==> src/rtl/ars_pkg.sv <==
package ars_pkg;
    typedef enum logic [1:0] {
        ST_IDLE   = 2'd0,
        ST_SETUP  = 2'd1,
        ST_ACCESS = 2'd2,
        ST_HOLD   = 2'd3
    } ars_state_e;

    localparam int N_PHASE   = 3;
    localparam int PH_SETUP  = 0;
    localparam int PH_ACCESS = 1;
    localparam int PH_HOLD   = 2;
endpackage

==> src/rtl/ars_timing_regs.sv <==
module ars_timing_regs
    import ars_pkg::*;
#(
    parameter int CNT_W      = 5,
    parameter int DEF_SETUP  = 4,
    parameter int DEF_ACCESS = 15,
    parameter int DEF_HOLD   = 3
) (
    input  logic                            clk,
    input  logic                            rst_n,
    input  logic                            wr_en,
    input  logic [N_PHASE-1:0][CNT_W-1:0]   wr_val,
    output logic [N_PHASE-1:0][CNT_W-1:0]   eff
);
    localparam logic [N_PHASE-1:0][CNT_W-1:0] DEFS =
        {CNT_W'(DEF_HOLD), CNT_W'(DEF_ACCESS), CNT_W'(DEF_SETUP)};

    for (genvar g = 0; g < N_PHASE; g++) begin : g_phase
        logic [CNT_W-1:0] raw_q;

        always_ff @(posedge clk) begin
            if (!rst_n) begin
                raw_q <= DEFS[g];
            end else if (wr_en) begin
                raw_q <= wr_val[g];
            end
        end

        // a programmed zero stretches to one cycle
        assign eff[g] = (raw_q == '0) ? CNT_W'(1) : raw_q;
    end
endmodule

==> src/rtl/ars_phase_ctr.sv <==
module ars_phase_ctr #(
    parameter int CNT_W = 5
) (
    input  logic             clk,
    input  logic             rst_n,
    input  logic             run,
    input  logic [CNT_W-1:0] limit,
    output logic             last
);
    logic [CNT_W-1:0] cnt_q;

    assign last = run && (cnt_q == limit - CNT_W'(1));

    always_ff @(posedge clk) begin
        if (!rst_n) begin
            cnt_q <= '0;
        end else if (!run || last) begin
            cnt_q <= '0;
        end else begin
            cnt_q <= cnt_q + CNT_W'(1);
        end
    end
endmodule

==> src/rtl/ars_packer.sv <==
module ars_packer #(
    parameter int DQ_W = 16
) (
    input  logic              clk,
    input  logic              rst_n,
    input  logic              cap_lo,
    input  logic              cap_hi,
    input  logic              done,
    input  logic [DQ_W-1:0]   din,
    output logic              valid,
    output logic [2*DQ_W-1:0] word
);
    logic [DQ_W-1:0] lo_q;
    logic [DQ_W-1:0] hi_q;

    always_ff @(posedge clk) begin
        if (!rst_n) begin
            lo_q  <= '0;
            hi_q  <= '0;
            valid <= 1'b0;
        end else begin
            if (cap_lo) lo_q <= din;
            if (cap_hi) hi_q <= din;
            valid <= done;
        end
    end

    assign word = {hi_q, lo_q};
endmodule

==> src/rtl/async_rd_seq.sv <==
module async_rd_seq
    import ars_pkg::*;
#(
    parameter int              ADDR_W     = 32,
    parameter int              WA_W       = 20,
    parameter int              DQ_W       = 16,
    parameter int              CNT_W      = 5,
    parameter logic [31:0]     BASE_ADDR  = 32'h2000_0000,
    parameter int              DEF_SETUP  = 4,
    parameter int              DEF_ACCESS = 15,
    parameter int              DEF_HOLD   = 3
) (
    input  logic              clk,
    input  logic              rst_n,
    input  logic              cfg_we,
    input  logic [CNT_W-1:0]  cfg_setup,
    input  logic [CNT_W-1:0]  cfg_access,
    input  logic [CNT_W-1:0]  cfg_hold,
    input  logic              req,
    input  logic [WA_W-1:0]   req_word,
    output logic              busy,
    output logic              rsp_valid,
    output logic [2*DQ_W-1:0] rsp_data,
    output logic [ADDR_W-1:0] mem_addr,
    output logic              mem_cs_n,
    output logic              mem_rd_n,
    input  logic [DQ_W-1:0]   mem_data
);
    localparam int BYTE_SH = $clog2(2 * DQ_W / 8);
    localparam int HALF_B  = DQ_W / 8;

    ars_state_e                      state_q, state_d;
    logic                            half_q;
    logic [WA_W-1:0]                 word_q;
    logic [N_PHASE-1:0][CNT_W-1:0]   eff_cnt;
    logic [N_PHASE-1:0][CNT_W-1:0]   cfg_vec;
    logic [CNT_W-1:0]                limit;
    logic                            ph_last;
    logic                            ph_run;
    logic                            cap_lo, cap_hi, done;

    assign cfg_vec = {cfg_hold, cfg_access, cfg_setup};

    ars_timing_regs #(
        .CNT_W(CNT_W), .DEF_SETUP(DEF_SETUP),
        .DEF_ACCESS(DEF_ACCESS), .DEF_HOLD(DEF_HOLD)
    ) u_tmg (
        .clk(clk), .rst_n(rst_n),
        .wr_en(cfg_we && (state_q == ST_IDLE)),
        .wr_val(cfg_vec), .eff(eff_cnt)
    );

    always_comb begin
        unique case (state_q)
            ST_SETUP:  limit = eff_cnt[PH_SETUP];
            ST_ACCESS: limit = eff_cnt[PH_ACCESS];
            default:   limit = eff_cnt[PH_HOLD];
        endcase
    end

    assign ph_run = (state_q != ST_IDLE);

    ars_phase_ctr #(.CNT_W(CNT_W)) u_ctr (
        .clk(clk), .rst_n(rst_n), .run(ph_run), .limit(limit), .last(ph_last)
    );

    // next-state logic
    always_comb begin
        state_d = state_q;
        unique case (state_q)
            ST_IDLE:   if (req)     state_d = ST_SETUP;
            ST_SETUP:  if (ph_last) state_d = ST_ACCESS;
            ST_ACCESS: if (ph_last) state_d = ST_HOLD;
            ST_HOLD:   if (ph_last) state_d = half_q ? ST_IDLE : ST_SETUP;
        endcase
    end

    // state register plus transaction context
    always_ff @(posedge clk) begin
        if (!rst_n) begin
            state_q <= ST_IDLE;
            half_q  <= 1'b0;
            word_q  <= '0;
        end else begin
            state_q <= state_d;
            if (state_q == ST_IDLE && req) begin
                half_q <= 1'b0;
                word_q <= req_word;
            end else if (state_q == ST_HOLD && ph_last && !half_q) begin
                half_q <= 1'b1;
            end
        end
    end

    assign cap_lo = (state_q == ST_ACCESS) && ph_last && !half_q;
    assign cap_hi = (state_q == ST_ACCESS) && ph_last &&  half_q;
    assign done   = (state_q == ST_HOLD)   && ph_last &&  half_q;

    ars_packer #(.DQ_W(DQ_W)) u_pack (
        .clk(clk), .rst_n(rst_n), .cap_lo(cap_lo), .cap_hi(cap_hi),
        .done(done), .din(mem_data), .valid(rsp_valid), .word(rsp_data)
    );

    // outputs decoded from the state
    always_comb begin
        mem_addr = ADDR_W'(BASE_ADDR) + (ADDR_W'(word_q) << BYTE_SH)
                 + (half_q ? ADDR_W'(HALF_B) : '0);
        unique case (state_q)
            ST_IDLE:   begin busy = 1'b0; mem_cs_n = 1'b1; mem_rd_n = 1'b1; end
            ST_SETUP,
            ST_ACCESS: begin busy = 1'b1; mem_cs_n = 1'b0; mem_rd_n = 1'b0; end
            ST_HOLD:   begin busy = 1'b1; mem_cs_n = 1'b0; mem_rd_n = 1'b1; end
        endcase
    end
endmodule

==> config.mk <==
export PLATFORM = sky130hd
export DESIGN_NAME = async_rd_seq
export DESIGN_NICKNAME = d
export VERILOG_FILES = /design/src/rtl/ars_pkg.sv /design/src/rtl/ars_timing_regs.sv /design/src/rtl/ars_phase_ctr.sv /design/src/rtl/ars_packer.sv /design/src/rtl/async_rd_seq.sv
export SDC_FILE = /design/constraint.sdc
export NUM_CORES = 1
export LEC_CHECK = 0
export BUFFER_PORTS_ARGS = -buffer_cell sky130_fd_sc_hd__buf_2
export CAP_MARGIN = 5
export CORE_MARGIN = 3
export CORE_UTILIZATION = 49
export CTS_CLUSTER_DIAMETER = 150
export DETAILED_ROUTE_END_ITERATION = 10
export PLACE_DENSITY = 0.79
export SETUP_SLACK_MARGIN = 0.2
export SYNTH_ARGS = -nofsm -noshare
export SYNTH_HDL_FRONTEND = slang
export SYNTH_SLANG_ARGS = --single-unit
==> constraint.sdc <==
create_clock -name clk -period 3.2 [get_ports clk]
set_input_delay 0.48 -clock clk [delete_from_list [all_inputs] [get_ports clk]]
set_output_delay 0.48 -clock clk [all_outputs]
set_load 0.05 [all_outputs]
==> impl_metrics.toml <==
[synth]
synth_largest_area_cell = "dfxtp_1"
synth_commonest_cells = "124 x nand2_1, 76 x dfxtp_1, 35 x mux2i_1"
yosys.area_share.simple_pct = 22.8
yosysMostFrequentCell = "nand2_1"
synth_top_family_by_area = "simple AND/OR/NAND/NOR gates"
synth_cells = 391
synth_top_area_share_pct = 45.5
synth-xor-area-share_pct = 1.31
synth_compound_area_share_pct = 10.9
synth_warnings = 0
yosysSeqAreaShare_pct = 45.5
postSynthAreaPerCell_um2 = 8.55
yosysUniqueCellTypes = 48
synth_edf_count = 0
ys.flop_type = "dfxtp_1"
synthArstFlopShare_pct = 0
ys_ff_latch = 76
synthMuxAreaShare_pct = 10.5
netlist_area_um2 = 3340
synthAdderAreaFrac_pct = 2.25
yosys-top-cells-area = "dfxtp_1 46%, nand2_1 14%, mux2i_1 10%"

[final_layout]
area_delta_synth_final_pct = 25.3
fillers = 559
nNetsFinal = 556
insertedDiodeCount = 0
drive_gt1_share_pct = 30.4
finalNonFillerCells = 577

[critical_path]
path_buf_inv = 4
r2r-end = "u_pack.lo_q[7]"
critical_path.cell_chain = "inv_1, ha_4, clkbuf_2, buf_4, a21o_1, or3_1, o311a_1, and3_4, nor4_4, buf_12, mux2i_1"
reg2reg_depth = 11
critical_path_peak_fanout = 16
cp.required_ps = 3470
crit_type = "reg2reg"
worstPathArrival_ps = 3110
startpoint = "state_q[1]"
slowest_stage = "dfxtp_2"
start_kind = "register"
critPathCaptureType = "register"
reg2reg_slack_ps = 360
cpLargestDelayFamily = "simple AND/OR/NAND/NOR gates"
cpPeakStageDelay_ps = 380
rr_startpoint = "state_q[1]"

[place]
gp_congestion = 0.875
dp.cells = 557
io_buffers = 111
dp.final_hpwl_mm = 5.58

[clock_network]
cts_root_buf = "clkbuf_8"
cts_made_buffers = 9
hold_buffers = 0
cts_tree = "yes"
cts_max_level = 3
clkSinkCount = 76
clk_latency_ps = 350
clk_pin_slew_ps = 80
cts_buffer_depth = 2

[routing]
drt-total-wl_mm = 7.65
drcViolationCount = 0
routedWlPerCell_um = 13.3
detail-route-antenna-nets = 0
vias = 3002
drt_first_pass_iters = 5
via_per_inst = 5.20
drt_iter0_drc = 155

[grt]
grt_pass1_wl_mm = 12.3
antenna_found_initial = 0
grt-ovfl-total = 0
track_usage_pct = 19.7
grt_pass1_vias = 2819
grt_start_max_net_pins = 58

[worst_hold_path]
hold_class = "in2reg"
hold_end = "u_tmg.g_phase[1].raw_q[2]"
min_from = "cfg_access[2]"
holdPathStages = 3

[sta]
max_freq_mhz = 353
skew_ps = 13.6
rsz0062_at_grt = "false"
fin_setup_tns_ps = 0
fin_crit_sh_pct = 88.6
period_needed_ps = 2840
worstMarginPinSlew_ps = 1020
max_slew_margin_pct = 31.8
slew_violations = 0
final-setup-viol-count = 0
final_hold_viol_count = 0
whs_ps = 339

[floorplan]
die_w_um = 88.6
core-area_um2 = 6490
start_util_pct = 51.5
io_pins = 123
die_y_um = 88.6
rows = 29
dieArea_um2 = 7850

[run]
cap_viol_max_count = 0

[pwr]
cellPowerDensity_nw_per_um2 = 836
p_leak_nw = 1.97
peakVddDrop_uv = 806

[run_status]
status = "finished clean"
-- metrics by stage --
stage	worst slack, ps	total power (W)	util [%]	cell area [µm²]
4_1_cts	250	0.00341	63.4	4120
6_report	365	0.00350	64.5	4190
2_1_floorplan	354	0.00233	-	3380
3_5_place_dp	105	0.00259	59.5	3860
5_1_grt	189	0.00371	64.5	4190
3_3_place_gp	235	0.00256	59.5	3860
-- final cells by class --
cell class	instances	area (µm²)	area share [%]
well taps	77	96.3	2.30
clock buffers	11	151	3.61
clock inverters	5	66.3	1.58
repair buffers	117	623	14.9
multi-input cells	284	1700	40.7
flip-flops and latches	76	1520	36.4
inverters	7	26.3	0.627
-- placed cells by master, fill, tap and decap left out, types with 2 or more instances in the layout --
cell	synthesis	final
o21ai_1	2	2
ha_1	6	4
dfxtp_1	76	75
buf_2	1	111
and2_1	3	3
clkbuf_8	0	11
nand3_1	10	10
nand4_1	2	2
nor4_1	4	3
a211oi_1	4	3
a21oi_1	30	29
xnor2_1	2	2
nand2b_1	2	2
nand2_1	124	124
or3_1	2	2
conb_1	2	11
inv_1	7	6
nor3_1	10	10
xor2_1	3	2
nor2_1	7	6
o211ai_1	2	2
buf_12	0	2
inv_6	0	2
ha_4	0	2
buf_4	12	3
o2111ai_1	2	2
mux2i_1	35	35
-- power by group --
group | internal, W | total (W) | switching (W)
sequential | 0.00106 | 0.00115 | 0.0000909
combinational | 0.000534 | 0.00157 | 0.00103
clock | 0.000414 | 0.000784 | 0.000370
-- kinds of logic after synthesis --
| kind of cell | after synthesis |
|---|---|
| and+or+nand+nor | 172 |
| buffers and inverters | 40 |
| DFF | 76 |
| other | 2 |
| muxes | 35 |
| adders and majority gates | 6 |
| xor gates and xnor gates | 5 |
| AOI/OAI and AO/OA | 55 |
-- what timing repair did --
item	4_1_cts	5_1_grt
pin swaps	1	2
gates cloned	0	0
resized for setup	3	11
buffers inserted	1	3
endpoints found under the setup margin	31	37
-- worst min-delay path: cells and delay by family --
kind          cells  cell delay, ps
simple gates      2             100
buf+inv           1              70
-- routing by layer --
metal	wire (µm)	vias up	part of all wire [%]	track usage [%]
li1	-	1505	-	-
met1	3370	1389	44	23.8
met2	3650	99	48	33.5
met3	526	9	6.9	5.31
met4	109	0	1.4	7.83
met5	0	-	0	0
-- worst max-delay path by stage --
stage                                  to  slack [ps]  cells past startpoint
after floorplan            u_pack.lo_q[0]         350                     10
after global placement    u_pack.hi_q[13]         240                     10
after detailed placement  u_pack.hi_q[10]         110                     10
after CTS                      state_q[0]         250                     10
after global routing       u_pack.lo_q[2]         190                     11
final                      u_pack.lo_q[7]         360                     11
-- sequential cells by signal, summed over array words and instances (netlist names) --
signal	flops
word_q	20
u_pack.hi_q	16
u_pack.lo_q	16
u_tmg.g_phase.raw_q	15
u_ctr.cnt_q	5
state_q	2
half_q	1
u_pack.valid	1
(Power assumes the default switching activity.)
